### src/rtl/pfg_pkg.sv
package pfg_pkg;

  typedef enum logic [1:0] {
    ST_HALT  = 2'd0,
    ST_ARMED = 2'd1,
    ST_LIVE  = 2'd2
  } guard_state_e;

  // Healthy when the external line is high and no overcurrent is flagged.
  function automatic logic line_healthy(input logic trip_n_sync, input logic oc_flag);
    return trip_n_sync & ~oc_flag;
  endfunction

  // High-to-low transition of a level.
  function automatic logic went_low(input logic was, input logic now);
    return was & ~now;
  endfunction

  // Software trip: write to the trip slot with bit 0 set.
  function automatic logic sw_trip_hit(input logic wr, input logic addr_match, input logic bit0);
    return wr & addr_match & bit0;
  endfunction

endpackage

### src/rtl/pfg_trip_front.sv
module pfg_trip_front #(
  parameter int SYNC_STAGES = 2
) (
  input  logic clk,
  input  logic rst_n,
  input  logic trip_n_async,
  input  logic oc_below,
  output logic line_ok,
  output logic trip_ev
);
  import pfg_pkg::*;

  logic [SYNC_STAGES-1:0] sync_q;
  logic                   ok_prev_q;
  logic                   trip_n_s;

  always_ff @(posedge clk or negedge rst_n) begin
    if (!rst_n) sync_q <= '1;
    else        sync_q <= {sync_q[SYNC_STAGES-2:0], trip_n_async};
  end

  assign trip_n_s = sync_q[SYNC_STAGES-1];
  assign line_ok  = line_healthy(trip_n_s, oc_below);

  always_ff @(posedge clk or negedge rst_n) begin
    if (!rst_n) ok_prev_q <= 1'b1;
    else        ok_prev_q <= line_ok;
  end

  assign trip_ev = went_low(ok_prev_q, line_ok);

endmodule

### src/rtl/pfg_regfile.sv
module pfg_regfile #(
  parameter int ADDR_W  = 3,
  parameter int DATA_W  = 16,
  parameter int N_SLOTS = 4
) (
  input  logic                             clk,
  input  logic                             rst_n,
  input  logic                             bus_wr,
  input  logic                             bus_rd,
  input  logic [ADDR_W-1:0]                bus_addr,
  input  logic [DATA_W-1:0]                bus_wdata,
  input  logic                             hw_ev,
  output logic                             sw_ev,
  output logic                             src_bit,
  output logic                             all_written,
  output logic [N_SLOTS-1:0][DATA_W-1:0]   slot_q,
  output logic [DATA_W-1:0]                bus_rdata
);
  import pfg_pkg::*;

  localparam int SW_SLOT = N_SLOTS;

  logic               shut_ev;
  logic               sw_addr;
  logic               sw_rd;
  logic [N_SLOTS-1:0] wr_hit;
  logic [N_SLOTS-1:0] flag_q;
  logic [DATA_W-1:0]  rd_val;

  assign sw_addr = (bus_addr == ADDR_W'(SW_SLOT));
  assign sw_ev   = sw_trip_hit(bus_wr, sw_addr, bus_wdata[0]);
  assign shut_ev = sw_ev | hw_ev;
  assign sw_rd   = bus_rd & sw_addr;

  for (genvar g = 0; g < N_SLOTS; g++) begin : g_slot
    logic [DATA_W-1:0] val_q;
    logic              seen_q;

    assign wr_hit[g] = bus_wr & (bus_addr == ADDR_W'(g));

    always_ff @(posedge clk or negedge rst_n) begin
      if (!rst_n) begin
        val_q  <= '0;
        seen_q <= 1'b0;
      end else begin
        if (wr_hit[g]) val_q <= bus_wdata;
        if (shut_ev)        seen_q <= 1'b0;
        else if (wr_hit[g]) seen_q <= 1'b1;
      end
    end

    assign slot_q[g] = val_q;
    assign flag_q[g] = seen_q;
  end

  assign all_written = &flag_q;

  // Source bit: a software write wins over both a hardware trip and a read.
  always_ff @(posedge clk or negedge rst_n) begin
    if (!rst_n)     src_bit <= 1'b0;
    else if (sw_ev) src_bit <= 1'b1;
    else if (hw_ev) src_bit <= 1'b0;
    else if (sw_rd) src_bit <= 1'b0;
  end

  always_comb begin
    rd_val = '0;
    for (int i = 0; i < N_SLOTS; i++) begin
      if (bus_addr == ADDR_W'(i)) rd_val = slot_q[i];
    end
    if (sw_addr) rd_val = {{(DATA_W-1){1'b0}}, src_bit};
  end

  always_ff @(posedge clk or negedge rst_n) begin
    if (!rst_n)      bus_rdata <= '0;
    else if (bus_rd) bus_rdata <= rd_val;
    else             bus_rdata <= '0;
  end

endmodule

### src/rtl/pfg_sequencer.sv
module pfg_sequencer #(
  parameter int DATA_W  = 16,
  parameter int N_SLOTS = 4,
  parameter int N_PWM   = 6
) (
  input  logic                           clk,
  input  logic                           rst_n,
  input  logic                           shut_ev,
  input  logic                           line_ok,
  input  logic                           all_written,
  input  logic                           pwm_sync,
  input  logic [N_SLOTS-1:0][DATA_W-1:0] slot_q,
  input  logic [N_PWM-1:0]               pwm_in,
  output logic [N_SLOTS-1:0][DATA_W-1:0] act_q,
  output logic [N_PWM-1:0]               pwm_out,
  output logic                           sync_rise,
  output logic                           halted,
  output logic                           armed,
  output logic                           live
);
  import pfg_pkg::*;

  guard_state_e st_q, st_d;
  logic         sync_prev_q;
  logic         latch_go;

  always_ff @(posedge clk or negedge rst_n) begin
    if (!rst_n) sync_prev_q <= 1'b0;
    else        sync_prev_q <= pwm_sync;
  end

  assign sync_rise = pwm_sync & ~sync_prev_q;

  always_comb begin
    st_d = st_q;
    if (shut_ev) begin
      st_d = ST_HALT;
    end else begin
      case (st_q)
        ST_HALT:  if (line_ok && all_written) st_d = ST_ARMED;
        ST_ARMED: if (sync_rise)              st_d = ST_LIVE;
        default:                              st_d = st_q;
      endcase
    end
  end

  always_ff @(posedge clk or negedge rst_n) begin
    if (!rst_n) st_q <= ST_HALT;
    else        st_q <= st_d;
  end

  assign latch_go = sync_rise & (st_q != ST_HALT) & ~shut_ev;

  always_ff @(posedge clk or negedge rst_n) begin
    if (!rst_n)        act_q <= '0;
    else if (latch_go) act_q <= slot_q;
  end

  assign halted  = (st_q == ST_HALT);
  assign armed   = (st_q == ST_ARMED);
  assign live    = (st_q == ST_LIVE);
  assign pwm_out = live ? pwm_in : '0;

endmodule

### src/rtl/pwm_fault_guard.sv
module pwm_fault_guard #(
  parameter int DATA_W      = 16,
  parameter int ADDR_W      = 3,
  parameter int N_CH        = 3,
  parameter int SYNC_STAGES = 2
) (
  input  logic                   clk,
  input  logic                   rst_n,
  input  logic                   trip_n_async,
  input  logic                   oc_below,
  input  logic                   bus_wr,
  input  logic                   bus_rd,
  input  logic [ADDR_W-1:0]      bus_addr,
  input  logic [DATA_W-1:0]      bus_wdata,
  output logic [DATA_W-1:0]      bus_rdata,
  input  logic                   pwm_sync,
  input  logic [2*N_CH-1:0]      pwm_in,
  output logic [2*N_CH-1:0]      pwm_out,
  output logic                   pwm_run,
  output logic                   shutdown,
  output logic [DATA_W-1:0]      period_act,
  output logic [N_CH*DATA_W-1:0] duty_act
);
  localparam int N_SLOTS = N_CH + 1;
  localparam int N_PWM   = 2 * N_CH;

  // Internal events, named so the checker can observe them.
  logic                           line_ok;
  logic                           trip_ev;
  logic                           sw_ev;
  logic                           shut_ev;
  logic                           src_bit;
  logic                           all_written;
  logic                           sync_rise;
  logic                           halted;
  logic                           armed;
  logic                           live;
  logic [N_SLOTS-1:0][DATA_W-1:0] slot_q;
  logic [N_SLOTS-1:0][DATA_W-1:0] act_q;

  pfg_trip_front #(.SYNC_STAGES(SYNC_STAGES)) u_front (
    .clk          (clk),
    .rst_n        (rst_n),
    .trip_n_async (trip_n_async),
    .oc_below     (oc_below),
    .line_ok      (line_ok),
    .trip_ev      (trip_ev)
  );

  pfg_regfile #(.ADDR_W(ADDR_W), .DATA_W(DATA_W), .N_SLOTS(N_SLOTS)) u_regs (
    .clk         (clk),
    .rst_n       (rst_n),
    .bus_wr      (bus_wr),
    .bus_rd      (bus_rd),
    .bus_addr    (bus_addr),
    .bus_wdata   (bus_wdata),
    .hw_ev       (trip_ev),
    .sw_ev       (sw_ev),
    .src_bit     (src_bit),
    .all_written (all_written),
    .slot_q      (slot_q),
    .bus_rdata   (bus_rdata)
  );

  assign shut_ev = trip_ev | sw_ev;

  pfg_sequencer #(.DATA_W(DATA_W), .N_SLOTS(N_SLOTS), .N_PWM(N_PWM)) u_seq (
    .clk         (clk),
    .rst_n       (rst_n),
    .shut_ev     (shut_ev),
    .line_ok     (line_ok),
    .all_written (all_written),
    .pwm_sync    (pwm_sync),
    .slot_q      (slot_q),
    .pwm_in      (pwm_in),
    .act_q       (act_q),
    .pwm_out     (pwm_out),
    .sync_rise   (sync_rise),
    .halted      (halted),
    .armed       (armed),
    .live        (live)
  );

  assign shutdown   = halted;
  assign pwm_run    = ~halted;
  assign period_act = act_q[0];
  assign duty_act   = act_q[N_SLOTS-1:1];

endmodule

### config.mk
export PLATFORM = sky130hd
export DESIGN_NAME = pwm_fault_guard
export DESIGN_NICKNAME = d
export VERILOG_FILES = /design/src/rtl/pfg_pkg.sv /design/src/rtl/pfg_trip_front.sv /design/src/rtl/pfg_regfile.sv /design/src/rtl/pfg_sequencer.sv /design/src/rtl/pwm_fault_guard.sv
export SDC_FILE = /design/constraint.sdc
export NUM_CORES = 1
export LEC_CHECK = 0
export BUFFER_PORTS_ARGS = -buffer_cell sky130_fd_sc_hd__clkbuf_2
export CAP_MARGIN = 20
export CELL_PAD_IN_SITES_DETAIL_PLACEMENT = 0
export CELL_PAD_IN_SITES_GLOBAL_PLACEMENT = 2
export CORE_MARGIN = 2
export CORE_UTILIZATION = 30
export CTS_BUF_LIST = sky130_fd_sc_hd__clkbuf_16
export DETAILED_ROUTE_END_ITERATION = 10
export GPL_ROUTABILITY_DRIVEN = 0
export PLACE_DENSITY = 0.65
export SKIP_CTS_REPAIR_TIMING = 1
export SYNTH_ARGS = -nofsm -noshare
export SYNTH_HDL_FRONTEND = slang
export SYNTH_SLANG_ARGS = --single-unit
### constraint.sdc
create_clock -name clk -period 2.3 [get_ports clk]
set_clock_uncertainty 0.05 [all_clocks]
set_input_delay 0 -clock clk [delete_from_list [all_inputs] [get_ports clk]]
set_output_delay 0 -clock clk [all_outputs]
set_load 0.1 [all_outputs]
==> results of run 1 <==
-- flip-flops by register name (all words and copies together) (netlist names) --
signal and flops:
u_regs.g_slot.val_q 64, u_seq.act_q 64, u_regs.bus_rdata 16, u_regs.g_slot.seen_q 4, u_front.sync_q 2, u_seq.st_q 2, u_front.ok_prev_q 1, u_regs.src_bit 1
u_seq.sync_prev_q 1
-- worst paths after layout --
check	cells past startpoint	end	startpoint
min	2	u_seq.act_q[18]$_DFFE_PN0P_	rst_n
max	6	u_regs.g_slot[3].val_q[13]$_DFFE_PN0P_	bus_addr[0]
min reg2reg	0	u_front.sync_q[1]$_DFF_PN1_	u_front.sync_q[0]$_DFF_PN1_
max in group asynchronous	3	u_regs.g_slot[1].val_q[6]$_DFFE_PN0P_	rst_n
min in group clk	2	u_front.sync_q[0]$_DFF_PN1_	trip_n_async
max reg2reg	5	u_seq.act_q[21]$_DFFE_PN0P_	u_front.sync_q[1]$_DFF_PN1_
-- metal layers --
| layer | part of all wire, % | routed length [um] | track usage, % | vias to the layer above |
|---|---|---|---|---|
| met2 | 48 | 7333 | 22.02 | 84 |
| met5 | 0 | 0 | 0 | - |
| met4 | 0.98 | 149 | 4.346 | 0 |
| met1 | 45 | 6739 | 18.15 | 1940 |
| met3 | 6.1 | 917 | 5.424 | 10 |
| li1 | - | - | - | 1744 |
-- cell type report --
cell class / instances / area [um2] / share of cell area, %
timing repair buffer: 161 / 1007 / 12.36
tap: 275 / 344.1 / 4.221
sequential: 155 / 3882 / 47.63
multi-input combinational: 221 / 2412 / 29.59
inverter: 5 / 18.77 / 0.2302
clock buffer: 17 / 425.4 / 5.219
clock inverter: 15 / 61.31 / 0.7521
-- Yosys cell counts (3+ instances only) --
library cell / count / area share [%]
nand2b_1: 3 / 0.29
mux2_2: 92 / 16
o22ai_1: 13 / 1.3
nor2b_1: 5 / 0.48
and2_1: 7 / 0.68
inv_1: 5 / 0.29
nor2_1: 22 / 1.3
clkbuf_1: 3 / 0.17
buf_6: 6 / 1.0
mux2_4: 60 / 14
dfrtp_1: 152 / 59
dfstp_2: 3 / 1.2
buf_4: 4 / 0.47
mux4_2: 4 / 1.4
buf_2: 7 / 0.54
-- through the flow --
step	instance area [um2]	hold slack, ns	instances	total power (uW)
2_1_floorplan	6457	-0.3456	401	4284
3_3_place_gp	7405	-0.02110	791	4604
3_5_place_dp	7405	-0.01312	791	4634
4_1_cts	7891	-0.4776	823	7032
5_1_grt	8152	0.1381	849	7294
6_report	8152	0.08711	849	6968
-- power groups by stage --
stage | sequential, uW | combinational [uW] | clock, uW
2_1_floorplan | 3750 | 529 | 0
3_3_place_gp | 3340 | 1270 | 0
3_5_place_dp | 3350 | 1290 | 0
4_1_cts | 3300 | 1290 | 2440
5_1_grt | 3340 | 1390 | 2560
6_report | 3300 | 1310 | 2360
-- cells by family (layout without fill, tap and decap cells) --
family | after synthesis | in the layout | share of synthesized area [%]
buf+inv | 25 | 198 | 2.522
flops | 155 | 155 | 60.19
simple gates | 48 | 48 | 4.171
compound gates | 17 | 17 | 1.688
mux | 156 | 156 | 31.43
-- worst max-delay path, stage by stage --
cell and delay, ns:
dlygate4sd3_1 0.53, clkbuf_2 0.13, buf_4 0.44, nand3_2 0.38, buf_4 0.32, mux2_2 0.29
==> flow_summary_export.csv, run 1 <==
group,metric,value,unit
worst_setup_path,crit_type,"input pin to flip-flop",
sta,tightest_slew,0.7877,ns
placement,dp.final_hpwl,9807,um
sta,fmax,0.5419,GHz
drt,drt-pass1-iter-count,4,
hold_path,min_path_type,"input pin to async pin",
clock_network,cts_htree_levels,4,
power,p_sw,2081,uW
drt,drt_iter0_drc,124,
power,p_sw_share,29.87,%
clock_network,cts_tree,"built",
floorplanning,dieArea,22690,um2
cells_and_area,final_common_cell,"dfrtp_1",
floorplanning,initial_core_util,30.59,%
worst_setup_path,critPathRequiredTime,2.55,ns
clock_network,clock_latency,0.42,ns
clock_network,cts_buffer_depth,2,
logic_synthesis,synth_cell_types,26,
logic_synthesis,syn_area,6450,um2
logic_synthesis,ys_async_sr_fraction,100.0,%
power,p_per_area,854.8,nW/um2
logic_synthesis,ys_ff_latch,155,
run_status,status,"completed",
worst_setup_path,cp.arrival,2.10,ns
logic_synthesis,yosysSeqAreaShare,60.19,%
cells_and_area,area_growth,26.38,%
cells_and_area,mostFrequentLayoutCells,"152 x dfrtp_1, 118 x clkbuf_2, 92 x mux2_2",
floorplanning,fp.coreArea,21090,um2
global_route,antenna_found_initial,0,
power,pwr-share-clk,33.9,%
floorplanning,ioPinCount,120,
power,ir_drop,532.5,uV
global_route,grt_pass1_wl,23380,um
clock_network,clk_pin_slew,0.06,ns
worst_setup_path,cp-start-kind,"input pin",
logic_synthesis,synthFlopType,"dfrtp_1",
placement,dp_worst_setup_slack,0.4776,ns
drt,ant_nets,0,
logic_synthesis,synth_edf_count,0,
drt,wl_per_cell,17.83,um
cells_and_area,drive_gt1_share,55.57,%
power,seq_power_share,47.4,%
floorplanning,die_h,150.6,um
placement,port_buffers,119,
logic_synthesis,synth_warnings,0,
clock_network,numCtsBuffers,17,
global_route,grt_overflow_total,0,
floorplanning,die_x,150.6,um
cells_and_area,diodes,0,
sta,layout_setup_ws,0.4547,ns
worst_setup_path,cp-end-kind,"flip-flop",
logic_synthesis,syn_avg_cell_area,16.08,um2
global_route,grt_max_degree,65,
sta,setup_violations,0,
logic_synthesis,syn_nets,433,
power,p_leak,0.004175,uW
clock_network,root_buffer,"clkbuf_16",
sta,fin_setup_tns,0,ns
global_route,track_usage,14.10,%
sta,maxSlewHeadroom,47.49,%
cells_and_area,finalNetCount,593,
clock_network,cts.sinks,155,
sta,finalCritPeriodShare,80.23,%
sta,final_hold_viol_count,0,
drt,num_vias,3778,
drt,routed_via_density,4.450,
cells_and_area,post-route-util,38.66,%
worst_setup_path,path_max_fanout,31,
cells_and_area,fill_cells,2023,
global_route,first_global_vias,3987,
logic_synthesis,synth_cells,401,
sta,period_needed,1.845,ns
power,comb_power_share,18.8,%
run,drv_cap,0,
sta,slew_violations,0,
power,p_int,4887,uW
drt,drc,0,
drt,wl,15140,um
worst_setup_path,ff2ff_setup_slack,0.48,ns
floorplanning,rows,53,
sta,rsz0062_at_grt,"false",
(Power assumes the default switching activity.)
==> run 2: changes to the inputs <==
- PLACE_DENSITY: 0.65 -> 0.68
- clock period: 2.3 -> 1.65 ns (I/O delays scaled with it)
==> flow_summary_export.csv, run 2 (synthesis results as in run 1) <==
group,metric,value,unit
global_route,grt.busiest_layer,"met2",
power,ir_drop,738.6,uV
floorplanning,dieArea,22690,um2
drt,routed_via_density,4.584,
drt,drt_iter0_drc,150,
power,pwr-share-clk,38.5,%
cells_and_area,post-route-util,40.93,%
worst_setup_path,cp.arrival,1.95,ns
drt,wl_per_cell,18.46,um
worst_setup_path,path_buf_inv,2,
worst_setup_path,crit_chain,"nor2b_4 > nand2b_4 > nand4_4 > buf_12 > buf_12 > mux2_4",
drt,num_vias,3961,
clock_network,cts_buffer_depth,2,
global_route,antenna_found_initial,0,
floorplanning,die_x,150.6,um
worst_setup_path,worst_path_max_delay_cell,"dfstp_2",
cells_and_area,area_growth,33.83,%
power,seq_power_share,43.9,%
cells_and_area,reg_top3,"u_regs.g_slot.val_q (64), u_seq.act_q (64), u_regs.bus_rdata (16)",
sta,finalCritPeriodShare,102.8,%
floorplanning,die_h,150.6,um
sta,hold_ws,0.006684,ns
worst_setup_path,cp-startpoint,"u_front.sync_q[1]$_DFF_PN1_",
floorplanning,fp.coreArea,21090,um2
worst_setup_path,r2r_start,"u_front.sync_q[1]$_DFF_PN1_",
drt,drt-pass1-iter-count,4,
run,drv_cap,0,
power,p_sw_share,28.56,%
global_route,grt_pass1_wl,23670,um
power,p_leak,0.004356,uW
worst_setup_path,crit_type,"flip-flop to flip-flop",
clock_network,clk_pin_slew,0.06,ns
worst_setup_path,r2r-end,"u_seq.act_q[4]$_DFFE_PN0P_",
worst_setup_path,slowest_delay,0.51,ns
clock_network,cts_tree,"built",
worst_setup_path,cp-end-kind,"flip-flop",
clock_network,cts_htree_levels,4,
cells_and_area,finalNetCount,608,
clock_network,numCtsBuffers,17,
worst_setup_path,cp-start-kind,"flip-flop",
sta,fmax,0.5895,GHz
run_status,status,"finished, violations left",
global_route,grt_use_met2,22.66,%
cells_and_area,fill_cells,1994,
global_route,track_usage,14.03,%
sta,layout_setup_ws,-0.04626,ns
drt,wl,15950,um
sta,setup_violations,55,
cells_and_area,mostFrequentLayoutCells,"152 x dfrtp_1, 112 x clkbuf_2, 92 x mux2_2",
sta,period_needed,1.696,ns
worst_setup_path,cp-endpoint,"u_seq.act_q[4]$_DFFE_PN0P_",
floorplanning,initial_core_util,30.59,%
worst_setup_path,worstRegToRegCells,6,
cells_and_area,diodes,0,
cells_and_area,multi_input_area,2435,um2
global_route,first_global_vias,4145,
power,p_per_area,1215,nW/um2
power,p_sw,2995,uW
global_route,grt_max_degree,46,
worst_setup_path,path_max_fanout,14,
hold_path,min_path_type,"input pin to async pin",
sta,maxSlewHeadroom,58.91,%
sta,rsz0062_at_grt,"true",
clock_network,clock_latency,0.42,ns
floorplanning,rows,53,
global_route,use_met3,4.394,%
worst_setup_path,cp_top_family,"flip-flops",
sta,tightest_slew,0.6190,ns
clock_network,root_buffer,"clkbuf_16",
run_status,violations,"setup timing",
drt,ant_nets,0,
global_route,grt_overflow_total,0,
worst_setup_path,critPathRequiredTime,1.90,ns
placement,dp.final_hpwl,10080,um
cells_and_area,drive_gt1_share,58.74,%
cells_and_area,ff_latch_area,3882,um2
worst_setup_path,cp_common_cell,"buf_12",
sta,final_hold_viol_count,0,
placement,port_buffers,119,
drt,drc,0,
sta,slew_violations,0,
worst_setup_path,ff2ff_setup_slack,-0.05,ns
cells_and_area,final_common_cell,"dfrtp_1",
floorplanning,ioPinCount,120,
clock_network,cts.sinks,155,
global_route,use_met1,18.08,%
power,p_int,7491,uW
worst_setup_path,worstSetupPathDepth,6,
power,comb_power_share,17.7,%
[run 2: worst register-to-register path, cell delays in order, from the launching register on]
cell      delay [ns]
dfstp_2         0.51
nor2b_4         0.13
nand2b_4        0.14
nand4_4         0.08
buf_12          0.18
buf_12          0.16
mux2_4          0.32
[run 2: how the worst min path moves through the flow]
stage	from	to	slack [ns]	cells after the start
final	rst_n	u_seq.act_q[34]$_DFFE_PN0P_	0.007	2
after global routing	rst_n	u_seq.act_q[34]$_DFFE_PN0P_	0.03	2
after CTS	rst_n	u_regs.g_slot[1].val_q[0]$_DFFE_PN0P_	-0.57	1
after detailed placement	rst_n	u_regs.bus_rdata[2]$_DFF_PN0_	-0.11	1
after global placement	rst_n	u_seq.act_q[34]$_DFFE_PN0P_	-0.11	1
after floorplan	rst_n	u_regs.bus_rdata[0]$_DFF_PN0_	-0.35	0
[run 2: power groups by stage]
stage	clock network, uW	logic, uW	registers [uW]
global placement	0	1790	4640
detailed placement	0	1820	4660
global route	4310	1970	4670
CTS	4130	1830	4600
finish	4030	1850	4600
floorplan	0	737	5230
[run 2: area by class of cell]
type / count / share of cell area (%)
inverters: 5 / 0.2174
flip-flops and latches: 155 / 44.98
repair buffers: 176 / 15.55
clock buffers: 17 / 4.928
well taps: 275 / 3.986
clock inverters: 15 / 2.131
multi-input cells: 221 / 28.21
[run 2: layer usage]
layer / vias to the layer above / part of all wire [%] / routed length (um)
met4: 0 / 1.2 / 198
met1: 2069 / 44 / 6980
met5: - / 0 / 0
met3: 14 / 4.9 / 784
li1: 1789 / - / -
met2: 89 / 50 / 7985
[run 2: through the flow]
step                instance area [um2]  worst slack [ns]  power, uW  instances  setup TNS (ns)
floorplan                          6457           -0.9046       5971        401          -57.31
finish                             8632          -0.04626      10490        864          -1.573
global route                       8632          -0.09705      10950        864          -4.736
global placement                   7612          -0.03557       6429        800          -1.559
detailed placement                 7612          -0.05498       6484        800          -2.134
CTS                                8222          -0.06888      10560        832          -3.340
==> run 3: changes to the inputs <==
- CORE_ASPECT_RATIO: default -> 1.1
- CORE_UTILIZATION: 30 -> 35
- PLACE_DENSITY: 0.68 -> 0.77
==> flow_summary_export.csv, run 3 (synthesis results as in run 1) <==
group,metric,value,unit
sta,final_hold_viol_count,0,
worst_setup_path,cp-end-kind,"flip-flop",
drt,num_vias,3858,
sta,setup_violations,61,
drt,drt-pass1-iter-count,4,
cells_and_area,reg_top3,"u_regs.g_slot.val_q (64), u_seq.act_q (64), u_regs.bus_rdata (16)",
drt,drt_iter0_drc,169,
clock_network,cts_buffer_depth,2,
cells_and_area,finalNetCount,608,
floorplanning,die_h,146.4,um
placement,dp.final_hpwl,10060,um
drt,wl_per_cell,17.32,um
global_route,grt_pass1_wl,22760,um
sta,rsz0062_at_grt,"true",
worst_setup_path,critPathRequiredTime,1.91,ns
cells_and_area,area_growth,31.83,%
floorplanning,ioPinCount,120,
floorplanning,rows,52,
clock_network,cts_tree,"built",
cells_and_area,drive_gt1_share,59.93,%
worst_setup_path,crit_chain,"nor2b_4 > nand2b_4 > nand4_4 > buf_4 > clkbuf_16 > mux2_4",
worst_setup_path,cp-start-kind,"flip-flop",
clock_network,cts_htree_levels,4,
power,p_leak,0.004317,uW
sta,layout_setup_ws,-0.06407,ns
global_route,grt_overflow_total,0,
worst_setup_path,cp.arrival,1.98,ns
worst_setup_path,cp_top_family,"flip-flops",
global_route,first_global_vias,3992,
sta,hold_ws,0.06737,ns
worst_setup_path,worst_path_max_delay_cell,"dfstp_2",
drt,wl,14410,um
sta,maxSlewHeadroom,60.61,%
sta,finalCritPeriodShare,103.9,%
placement,placed_area,7622,um2
run,drv_cap,0,
global_route,grt_max_degree,59,
cells_and_area,fill_cells,1624,
floorplanning,dieArea,19530,um2
cells_and_area,mostFrequentLayoutCells,"152 x dfrtp_1, 112 x clkbuf_2, 92 x mux2_2",
cells_and_area,diodes,0,
global_route,antenna_found_initial,0,
worst_setup_path,crit_type,"flip-flop to flip-flop",
drt,routed_via_density,4.637,
hold_path,min_path_type,"input pin to async pin",
clock_network,numCtsBuffers,17,
power,ir_drop,712.4,uV
clock_network,clock_latency,0.42,ns
sta,period_needed,1.714,ns
drt,ant_nets,0,
worst_setup_path,slowest_delay,0.52,ns
clock_network,clk_pin_slew,0.07,ns
sta,tightest_slew,0.5909,ns
worst_setup_path,path_buf_inv,2,
run_status,violations,"setup timing",
clock_network,root_buffer,"clkbuf_16",
run_status,status,"finished, violations left",
floorplanning,fp.coreArea,18220,um2
floorplanning,die_x,133.4,um
drt,drc,0,
power,power.total,10000,uW
placement,dpl.cell_count,773,
floorplanning,initial_core_util,35.41,%
sta,slew_violations,0,
cells_and_area,stdcell_area,8503,um2
cells_and_area,final_common_cell,"dfrtp_1",
sta,fmax,0.5834,GHz
clock_network,cts.sinks,155,
worst_setup_path,path_max_fanout,8,
global_route,track_usage,15.33,%
cells_and_area,fin_cells,832,
power,p_per_area,1176,nW/um2
placement,port_buffers,119,
## run 3: changes by cell type in the layout (fill, tap and decap cells not counted)
| cell | previous run | this run |
|---|---|---|
| clkinv_4 | 3 | 5 |
| clkbuf_16 | 20 | 18 |
| buf_12 | 12 | 15 |
| clkinv_1 | 3 | 1 |
| clkinv_2 | 0 | 3 |
| inv_6 | 0 | 6 |
| buf_4 | 19 | 21 |
| clkinvlp_4 | 2 | 0 |
| bufinv_16 | 4 | 0 |
| buf_6 | 5 | 3 |
| buf_16 | 1 | 0 |
| and2_4 | 3 | 5 |
| inv_1 | 8 | 5 |
| and2_1 | 4 | 2 |
## run 3: path summary, 6_finish.rpt
| kind | slack, ns | cells after the start | startpoint | to |
|---|---|---|---|---|
| worst max-delay path | -0.06 | 6 | u_front.sync_q[1]$_DFF_PN1_ | u_seq.act_q[48]$_DFFE_PN0P_ |
| worst min-delay path | 0.07 | 2 | rst_n | u_seq.act_q[8]$_DFFE_PN0P_ |
| worst max register to register | -0.06 | 6 | u_front.sync_q[1]$_DFF_PN1_ | u_seq.act_q[48]$_DFFE_PN0P_ |
| worst min register to register | 0.31 | 0 | u_front.sync_q[0]$_DFF_PN1_ | u_front.sync_q[1]$_DFF_PN1_ |
| max in group asynchronous | 0.85 | 3 | rst_n | u_seq.act_q[3]$_DFFE_PN0P_ |
| min in group clk | 0.14 | 4 | bus_addr[1] | u_regs.bus_rdata[6]$_DFF_PN0_ |
## run 3: layer usage
| metal | vias to the layer above | track usage [%] | part of all wire [%] |
|---|---|---|---|
| met1 | 1967 | 20.83 | 46 |
| li1 | 1784 | - | - |
| met5 | - | 0 | 0 |
| met4 | 0 | 4.787 | 1.3 |
| met3 | 14 | 4.201 | 4.1 |
| met2 | 93 | 24.02 | 49 |
## run 3: where the power goes
| part | internal [uW] | switching, uW |
|---|---|---|
| sequential | 4270 | 340 |
| combinational | 717 | 1120 |
| clock | 1950 | 1620 |
## run 3: metrics by stage
stage               TNS, ns  util [%]  setup WS [ns]
global placement     -3.867     41.84       -0.09908
global route         -6.790     46.68        -0.1265
finish               -2.679     46.68       -0.06407
CTS                  -6.251     44.81        -0.1495
detailed placement   -5.680     41.84        -0.1495
floorplan            -57.31         -        -0.9046
## run 3: layout make-up
type                    count  area, um2  share of cell area (%)
multi-input cells         221       2440                   28.69
well taps                 243      304.0                   3.576
inverters                   5      18.77                  0.2207
clock inverters            15      115.1                   1.354
repair buffers            176       1318                   15.49
clock buffers              17      425.4                   5.003
flip-flops and latches    155       3882                   45.66
